File: src/rtl/serirq_pkg.sv
package serirq_pkg;

    typedef enum logic [2:0] {
        S_IDLE,
        S_START,
        S_SAMP,
        S_RECOV,
        S_TURN,
        S_STOP,
        S_STOP_REC,
        S_STOP_TURN
    } sirq_state_t;

    localparam int START_MIN  = 4;
    localparam int START_MAX  = 8;
    localparam int STOP_QUIET = 2;
    localparam int STOP_CONT  = 3;

endpackage

File: src/rtl/serirq_seq.sv
module serirq_seq
    import serirq_pkg::*;
#(
    parameter int NFRAMES = 17,
    parameter int LEN_W   = 4,
    parameter int GAP_W   = 4,
    localparam int FRAME_W = $clog2(NFRAMES),
    localparam int CNT_W   = (LEN_W > GAP_W) ? LEN_W : GAP_W
) (
    input  logic               clk,
    input  logic               rst_n,
    input  logic [LEN_W-1:0]   start_len,
    input  logic [GAP_W-1:0]   idle_gap,
    input  logic               continuous,
    input  logic               line_in,
    output logic               drive_low,
    output logic               sample_en,
    output logic [FRAME_W-1:0] frame_idx,
    output logic               publish,
    output logic               cycle_done
);

    localparam logic [FRAME_W-1:0] LAST_FRAME = FRAME_W'(NFRAMES - 1);

    sirq_state_t        state, state_n;
    logic [CNT_W-1:0]   cnt, cnt_n;
    logic [FRAME_W-1:0] frame, frame_n;
    logic               mode_q, mode_n;

    logic [CNT_W-1:0]   len_eff;
    logic [CNT_W-1:0]   stop_len;
    logic [CNT_W:0]     cnt_inc;
    logic [CNT_W:0]     gap_ext;

    // Clamp the requested start width into the legal window.
    always_comb begin
        if (start_len < LEN_W'(START_MIN))
            len_eff = CNT_W'(START_MIN);
        else if (start_len > LEN_W'(START_MAX))
            len_eff = CNT_W'(START_MAX);
        else
            len_eff = CNT_W'(start_len);
    end

    assign stop_len = mode_q ? CNT_W'(STOP_CONT) : CNT_W'(STOP_QUIET);
    assign cnt_inc  = {1'b0, cnt} + 1'b1;
    assign gap_ext  = (CNT_W+1)'(idle_gap);

    // Next-state logic
    always_comb begin
        state_n = state;
        cnt_n   = cnt;
        frame_n = frame;
        mode_n  = mode_q;
        unique case (state)
            S_IDLE: begin
                if (mode_q) begin
                    if (cnt_inc >= gap_ext) begin
                        state_n = S_START;
                        cnt_n   = '0;
                    end else begin
                        cnt_n = cnt_inc[CNT_W-1:0];
                    end
                end else if (!line_in) begin
                    state_n = S_START;
                    cnt_n   = '0;
                end
            end
            S_START: begin
                if (cnt == len_eff - 1'b1) begin
                    state_n = S_SAMP;
                    cnt_n   = '0;
                    frame_n = '0;
                end else begin
                    cnt_n = cnt_inc[CNT_W-1:0];
                end
            end
            S_SAMP:  state_n = S_RECOV;
            S_RECOV: state_n = S_TURN;
            S_TURN: begin
                if (frame == LAST_FRAME) begin
                    state_n = S_STOP;
                    mode_n  = continuous;
                    cnt_n   = '0;
                end else begin
                    frame_n = frame + 1'b1;
                    state_n = S_SAMP;
                end
            end
            S_STOP: begin
                if (cnt == stop_len - 1'b1) begin
                    state_n = S_STOP_REC;
                    cnt_n   = '0;
                end else begin
                    cnt_n = cnt_inc[CNT_W-1:0];
                end
            end
            S_STOP_REC: state_n = S_STOP_TURN;
            S_STOP_TURN: begin
                cnt_n   = '0;
                state_n = (mode_q && idle_gap == '0) ? S_START : S_IDLE;
            end
            default: state_n = S_IDLE;
        endcase
    end

    // State register
    always_ff @(posedge clk) begin
        if (!rst_n) begin
            state  <= S_IDLE;
            cnt    <= '0;
            frame  <= '0;
            mode_q <= 1'b1;
        end else begin
            state  <= state_n;
            cnt    <= cnt_n;
            frame  <= frame_n;
            mode_q <= mode_n;
        end
    end

    // Outputs
    always_comb begin
        drive_low  = 1'b0;
        sample_en  = 1'b0;
        publish    = 1'b0;
        cycle_done = 1'b0;
        unique case (state)
            S_START, S_STOP: drive_low  = 1'b1;
            S_SAMP:          sample_en  = 1'b1;
            S_STOP_REC:      publish    = 1'b1;
            S_STOP_TURN:     cycle_done = 1'b1;
            default: ;
        endcase
    end

    assign frame_idx = frame;

    p_start_bound_r2: assert property (@(posedge clk) disable iff (!rst_n)
        (state == S_START) |-> (cnt < CNT_W'(START_MAX)));

    p_frame_bound_r3: assert property (@(posedge clk) disable iff (!rst_n)
        (state == S_SAMP) |-> (frame <= LAST_FRAME));

    p_frame_order_r3: assert property (@(posedge clk) disable iff (!rst_n)
        (state == S_SAMP) |=> (state == S_RECOV) ##1 (state == S_TURN));

    p_stop_bound_r5: assert property (@(posedge clk) disable iff (!rst_n)
        (state == S_STOP) |-> (cnt < CNT_W'(STOP_CONT)));

    p_stop_tail_r6: assert property (@(posedge clk) disable iff (!rst_n)
        (state == S_STOP_REC) |=> (state == S_STOP_TURN));

    p_quiet_wait_r9: assert property (@(posedge clk) disable iff (!rst_n)
        (state == S_IDLE && !mode_q && line_in) |=> (state == S_IDLE));

endmodule

File: src/rtl/serirq_capture.sv
module serirq_capture #(
    parameter int NFRAMES = 17,
    localparam int FRAME_W = $clog2(NFRAMES)
) (
    input  logic               clk,
    input  logic               rst_n,
    input  logic               sample_en,
    input  logic [FRAME_W-1:0] frame_idx,
    input  logic               line_in,
    input  logic               publish,
    output logic [NFRAMES-1:0] irq_levels
);

    logic [NFRAMES-1:0] shadow;

    for (genvar k = 0; k < NFRAMES; k++) begin : g_slot
        always_ff @(posedge clk) begin
            if (!rst_n)
                shadow[k] <= 1'b0;
            else if (sample_en && frame_idx == FRAME_W'(k))
                shadow[k] <= !line_in;
        end
    end

    always_ff @(posedge clk) begin
        if (!rst_n)
            irq_levels <= '0;
        else if (publish)
            irq_levels <= shadow;
    end

    p_hold_r7: assert property (@(posedge clk) disable iff (!rst_n)
        !publish |=> $stable(irq_levels));

endmodule

File: src/rtl/serirq_host.sv
module serirq_host #(
    parameter int NFRAMES = 17,
    parameter int LEN_W   = 4,
    parameter int GAP_W   = 4
) (
    input  logic               clk,
    input  logic               rst_n,
    input  logic [LEN_W-1:0]   start_len,
    input  logic [GAP_W-1:0]   idle_gap,
    input  logic               continuous,
    input  logic               line_in,
    output logic               drive_low,
    output logic [NFRAMES-1:0] irq_levels,
    output logic               cycle_done
);

    localparam int FRAME_W = $clog2(NFRAMES);

    logic               sample_en;
    logic               publish;
    logic [FRAME_W-1:0] frame_idx;

    serirq_seq #(
        .NFRAMES (NFRAMES),
        .LEN_W   (LEN_W),
        .GAP_W   (GAP_W)
    ) u_seq (
        .clk        (clk),
        .rst_n      (rst_n),
        .start_len  (start_len),
        .idle_gap   (idle_gap),
        .continuous (continuous),
        .line_in    (line_in),
        .drive_low  (drive_low),
        .sample_en  (sample_en),
        .frame_idx  (frame_idx),
        .publish    (publish),
        .cycle_done (cycle_done)
    );

    serirq_capture #(
        .NFRAMES (NFRAMES)
    ) u_cap (
        .clk        (clk),
        .rst_n      (rst_n),
        .sample_en  (sample_en),
        .frame_idx  (frame_idx),
        .line_in    (line_in),
        .publish    (publish),
        .irq_levels (irq_levels)
    );

    p_done_single_r6: assert property (@(posedge clk) disable iff (!rst_n)
        cycle_done |=> !cycle_done);

    p_no_drive_in_done_r6: assert property (@(posedge clk) disable iff (!rst_n)
        cycle_done |-> !drive_low);

endmodule

File: config.mk
export PLATFORM = sky130hd
export DESIGN_NAME = serirq_host
export DESIGN_NICKNAME = d
export VERILOG_FILES = /design/src/rtl/serirq_pkg.sv /design/src/rtl/serirq_seq.sv /design/src/rtl/serirq_capture.sv /design/src/rtl/serirq_host.sv
export SDC_FILE = /design/constraint.sdc
export NUM_CORES = 1
export LEC_CHECK = 0
export CAP_MARGIN = 20
export CORE_UTILIZATION = 40
export CTS_CLUSTER_DIAMETER = 150
export DETAILED_ROUTE_END_ITERATION = 10
export GPL_TIMING_DRIVEN = 0
export PLACE_DENSITY = 0.61
export SETUP_SLACK_MARGIN = 0.02
export SKIP_CTS_REPAIR_TIMING = 1
export SLEW_MARGIN = 20
export SYNTH_ARGS = -nofsm -noshare
export SYNTH_HDL_FRONTEND = slang
export SYNTH_SLANG_ARGS = --single-unit
File: constraint.sdc
create_clock -name clk -period 2.6 [get_ports clk]
set_input_delay 0.39 -clock clk [delete_from_list [all_inputs] [get_ports clk]]
set_output_delay 0.39 -clock clk [all_outputs]
set_load 0.005 [all_outputs]
-- After elaboration in Yosys (flattened, before gate mapping)
Index checks and enable logic that the tools add are counted.
- register bits after elaboration: 47
- bits in latches: 0
- bits in writable memories: 0
- memory bits (read-only): 0
- bits of input ports: 12
- memories: 0
- add/subtract/negate cells: 4
- multipliers: 0
- divide/modulo/power cells: 0
- $lt $le $gt $ge: 3
- eq/ne operators: 31
- shift-type cells: 0
- mux-type cells: 25
- bitwise gates (word level): 0
- reduce and logical (&&, ||, !) cells: 29
- operators with widths (operator ; number):
    5-bit by 4-bit equality test with 1-bit output (second input constant) ; 8
    4-bit two-way mux ; 8
    3-bit case mux with 8 select lines ; 1
    5-bit by 3-bit equality test with 1-bit output (second input constant) ; 4
    4-bit case mux with 5 select lines ; 1
    1-bit logical AND ; 18
    3-bit two-way mux ; 6
    3-bit equality test (second input constant) ; 4
    5-bit by 2-bit equality test with 1-bit output (second input constant) ; 2
    5-bit two-way mux ; 2
    5-bit case mux with 2 select lines ; 1
    4-bit equality test ; 2
    4-bit by 1-bit subtractor with 4-bit output (second input constant) ; 2
    3-bit by 2-bit equality test with 1-bit output (second input constant) ; 2
    1-bit two-way mux ; 6
    2-bit by 1-bit inequality test with 1-bit output (second input constant) ; 3
    3-bit AND reduction ; 2
    4-bit by 1-bit adder with 5-bit output (second input constant) ; 1
    5-bit by 1-bit adder with 5-bit output (second input constant) ; 1
    5-bit by 1-bit equality test with 1-bit output (second input constant) ; 1
    5-bit equality test (second input constant) ; 1
    5-bit by 4-bit >= comparator with 1-bit output ; 1
    5-bit zero test ; 1
    5-bit nonzero test ; 1
    other kinds (13) ; 13

-- Logic depth before layout (Yosys ltp)
- word-level depth: 7
- depth in mapped cells: 8

-- Hierarchy
Synthesis repeated with hierarchy kept, for this count alone.
- cells, all modules: 267
- area, all modules: 2443.6 µm²
- by module, submodules not included (module ; instances ; cells an instance ; area each (µm²) ; seq. area each (µm²)):
    serirq_capture ; 1 ; 136 ; 1406.3 ; 680.7
    serirq_seq ; 1 ; 131 ; 1037.2 ; 260.2

-- Least setup slack after synthesis
No wires, ideal clock.
- kind: reg2reg
- start point: register u_seq.cnt[2]
- end point: register u_seq.cnt[3]
- data arrival time: 1.902 ns
- slack: 0.606 ns
- stages on the path, launching flop included: 9
- period minus slack after synthesis: 1.994 ns
- cell sequence: dfxtp_1 buf_6 and3_2 xor2_1 ha_1 a311o_1 a221oi_1 nor3_2 nor4_1
- word-level cells in the longest chain between the ends: 5
- RTL lines (element ; RTL line ; RTL):
    from (decl) ; serirq_seq.sv:26 ; logic [CNT_W-1:0] cnt, cnt_n;
    from (signal assigned) ; serirq_seq.sv:116 ; cnt <= cnt_n;
    4-bit by 1-bit adder with 5-bit output ; serirq_seq.sv:46 ; assign cnt_inc = {1'b0, cnt} + 1'b1;
    5-bit by 4-bit >= comparator with 1-bit output ; serirq_seq.sv:58 ; if (cnt_inc >= gap_ext) begin
    4-bit two-way mux ; serirq_seq.sv:58 ;
    4-bit two-way mux ; serirq_seq.sv:57 ; if (mode_q) begin
    4-bit case mux with 5 select lines (*) ; serirq_seq.sv:55 ; unique case (state)
Mark *: on every way between the ends. The rest lies on a longest branch, timed or not.
A chain may end at the register's enable or synchronous reset.

-- Worst setup path after layout
- start point: input port start_len[2]
- end point: register u_seq.cnt[3]
- word-level cells in the longest chain between the ends: 7
- RTL lines (element ; RTL line ; RTL):
    from (decl) ; serirq_host.sv:8 ; input logic [LEN_W-1:0] start_len,
    4-bit > comparator ; serirq_seq.sv:39 ; else if (start_len > LEN_W'(START_MAX))
    4-bit two-way mux ; serirq_seq.sv:39 ;
    4-bit two-way mux (*) ; serirq_seq.sv:37 ; if (start_len < LEN_W'(START_MIN))
    4-bit by 1-bit subtractor with 4-bit output (*) ; serirq_seq.sv:70 ; if (cnt == len_eff - 1'b1) begin
    4-bit equality test (*) ; serirq_seq.sv:70 ;
    4-bit two-way mux (*) ; serirq_seq.sv:70 ;
    4-bit case mux with 5 select lines (*) ; serirq_seq.sv:55 ;
Marks and branches as above.

==> results.py <==
metrics = {
    "yosys": {
        "syn_inst": 274,
        "synth.distinct_cells": 50,
        "synth_compound_area_frac": 0.226,
        "synth_edf_count": 0,
        "yosys_warnings": 0,
        "synth_seq_area_share": 0.406,
        "mappedNetlistNets": 297,
        "ys_top_cells_by_area": "dfxtp_1 41%, a21oi_1 8.0%, nand2_1 7.9%",
        "yosys-top-cells-count": "49 x nand2_1, 47 x dfxtp_1, 37 x a21oi_1",
        "synth_flop_cell": "dfxtp_1",
        "syn_avg_cell_area_um2": 8.46,
        "synth-xor-area-share": 0.0211,
        "synth_area_leader_cell": "dfxtp_1",
        "synth-simple-area-share": 0.214,
        "muxShareOfSynthArea": 0.0135,
        "async_reset_ff_frac": 0,
        "synth_top_family_by_area": "compound AO/OA/AOI/OAI gates",
        "yosys.area_share.adder": 0.0594,
        "synthesis.area_um2": 2320,
        "yosysTopAreaCellShare": 0.406,
        "synth_most_common_cell": "nand2_1",
        "ys_ff_latch": 47,
    },
    "worst_setup_path": {
        "cp-startpoint": "start_len[2]",
        "reg2reg_from": "u_seq.cnt[0]",
        "r2r_slack_ns": 0.38,
        "slowest_stage": "a2111oi_4",
        "critPathBufInv": 1,
        "crit_fanout": 5,
        "cpPeakStageDelay_ns": 0.50,
        "path_cells": "clkdlybuf4s50_1 > nor2b_1 > nand2_1 > ha_1 > xnor2_1 > nor4b_2 > a2111oi_4 > nor3_2 > nor4_1",
        "end_kind": "flop",
        "setup.worst_path.class": "primary input to flop",
        "cpLargestDelayFamily": "simple AND/OR/NAND/NOR gates",
        "worstRegToRegCells": 7,
        "required_ns": 2.82,
        "r2r-end": "u_seq.cnt[3]",
        "arrival_ns": 2.55,
        "crit_path_start_kind": "primary input",
    },
    "power": {
        "p_sw_frac": 0.315,
        "internal_power_w": 0.00115,
        "leakage_nw": 0.981,
        "p_sw_w": 0.000530,
        "pwr-share-seq": 0.466,
        "comb_power_share": 0.245,
        "power_frac_clock": 0.288,
        "ir_drop_mv": 0.336,
        "power.total_w": 0.00168,
        "cellPowerDensity_nw_per_um2": 602,
    },
    "global_route": {
        "grt_pass1_vias": 1791,
        "grt_usage": 0.176,
        "overflow": 0,
        "antenna_found_initial": 0,
        "grt_max_degree": 16,
        "grt_pass1_wl_um": 8510,
    },
    "final_layout": {
        "drive_gt1_frac": 0.0774,
        "num_antenna_cells": 0,
        "final_cell_area_um2": 2790,
        "nets": 332,
        "area_growth_pct": 20.5,
    },
    "sta": {
        "fmax_mhz": 428,
        "finalHoldViolations": 0,
        "post-route-period-util": 0.899,
        "tightest_slew_ns": 0.532,
        "finalSetupViolCount": 0,
        "rsz0062_at_grt": "false",
        "min_period_ns": 2.34,
        "max_slew_margin": 0.645,
        "tns_ns": 0,
        "skew_ns": 0.00913,
        "finalMaxSlewViolations": 0,
    },
    "die": {
        "start_util": 0.418,
        "io_pins": 31,
        "core-area_um2": 5540,
        "die_h_um": 78.1,
        "dieWidth_um": 78.1,
        "die_area_um2": 6100,
        "rows": 27,
    },
    "placement": {
        "gp_congestion": 0.802,
        "post-dp-hpwl_um": 3720,
        "placed_area_um2": 2690,
        "io_buffers": 28,
    },
    "min_path": {
        "whs_endpoint": "u_seq.mode_q",
        "hold_start": "rst_n",
        "hp-class": "primary input to flop",
        "holdPathStages": 2,
    },
    "clock_network": {
        "clockBufferDepth": 2,
        "cts_buffers": 5,
        "cts-root-buf": "clkbuf_8",
        "clkSlewWorstSetupHoldPaths_ns": 0.10,
        "cts_num_sinks": 47,
        "cts_tree": "built",
        "clk_latency_ns": 0.31,
        "htreeDepth": 2,
    },
    "routing": {
        "viasPerCell": 5.29,
        "ant_nets": 0,
        "dr.first_iter.drc_count": 101,
        "wl_per_cell_um": 13.5,
        "totalWireLength_um": 5170,
        "vias": 2022,
        "dr.pass1.iters": 4,
        "drc_errors": 0,
    },
    "status": {
        "status": "complete, no violations",
    },
    "flow_run": {
        "cap_violations": 0,
    },
}
cells in the final DEF, fill, tap and decap left out, types with 6 or more instances in the layout:
cell type	instances
inv_1	11
clkbuf_8	6
dfxtp_1	47
nand2_1	49
clkbuf_1	13
a311oi_1	17
ha_1	11
nor2_1	11
a21oi_1	37
clkdlybuf4s50_1	28
and2_1	6
layer usage:
layer	vias to the layer above	share of wire	global-route usage
li1	1047	-	-
met1	931	0.49	0.223
met2	38	0.47	0.296
met3	6	0.028	0.0279
met4	0	0.015	0.0704
met5	-	0	0
worst max path at each step:
stage                    to  slack (ns)  cells past startpoint
4_1_cts        u_seq.cnt[3]        0.24                      9
5_1_grt        u_seq.cnt[3]         0.1                      8
6_report       u_seq.cnt[3]        0.26                      9
3_5_place_dp   u_seq.cnt[3]       -0.05                      9
2_1_floorplan  u_seq.cnt[3]        0.61                      8
3_3_place_gp   u_seq.cnt[3]       -0.04                      9
flip-flops by register name (all words and copies together) (netlist names):
name	count
u_seq.cnt	4
u_cap.irq_levels	17
u_seq.frame_idx	5
u_cap.shadow	17
u_seq.mode_q	1
u_seq.state	3
logic make-up (layout without fill, tap and decap cells):
group / after synthesis / count (layout)
muxes: 3 / 3
xor gates and xnor gates: 4 / 4
DFF: 47 / 47
buffers and inverters: 33 / 69
AOI/OAI and AO/OA: 76 / 76
and+or+nand+nor: 100 / 100
adders and majority gates: 11 / 11
power groups by stage:
stage / sequential [W] / combinational [W] / clock [W]
2_1_floorplan: 0.000792 / 0.000303 / 0
3_3_place_gp: 0.000802 / 0.000394 / 0
3_5_place_dp: 0.000801 / 0.000395 / 0
4_1_cts: 0.000784 / 0.000399 / 0.000494
5_1_grt: 0.000789 / 0.000460 / 0.000523
6_report: 0.000785 / 0.000412 / 0.000485
metrics by stage:
stage	instances	setup slack (ns)	util	hold WS, ns
3_3_place_gp	374	-0.0356	0.485	0.442
4_1_cts	382	0.244	0.503	0.434
5_1_grt	382	0.0964	0.504	0.454
2_1_floorplan	274	0.606	-	0.432
3_5_place_dp	374	-0.0529	0.485	0.445
6_report	382	0.262	0.504	0.421
layout make-up:
cell class / count / area (µm²)
clock buffer: 6 / 82.6
buffer: 21 / 93.8
tap: 72 / 90.1
multi-input combinational: 194 / 1240
clock inverter: 2 / 16.3
fill: 555 / 2750
timing repair buffer: 28 / 280
inverter: 12 / 45.0
sequential: 47 / 941
Power figures use the tool's default switching activity.
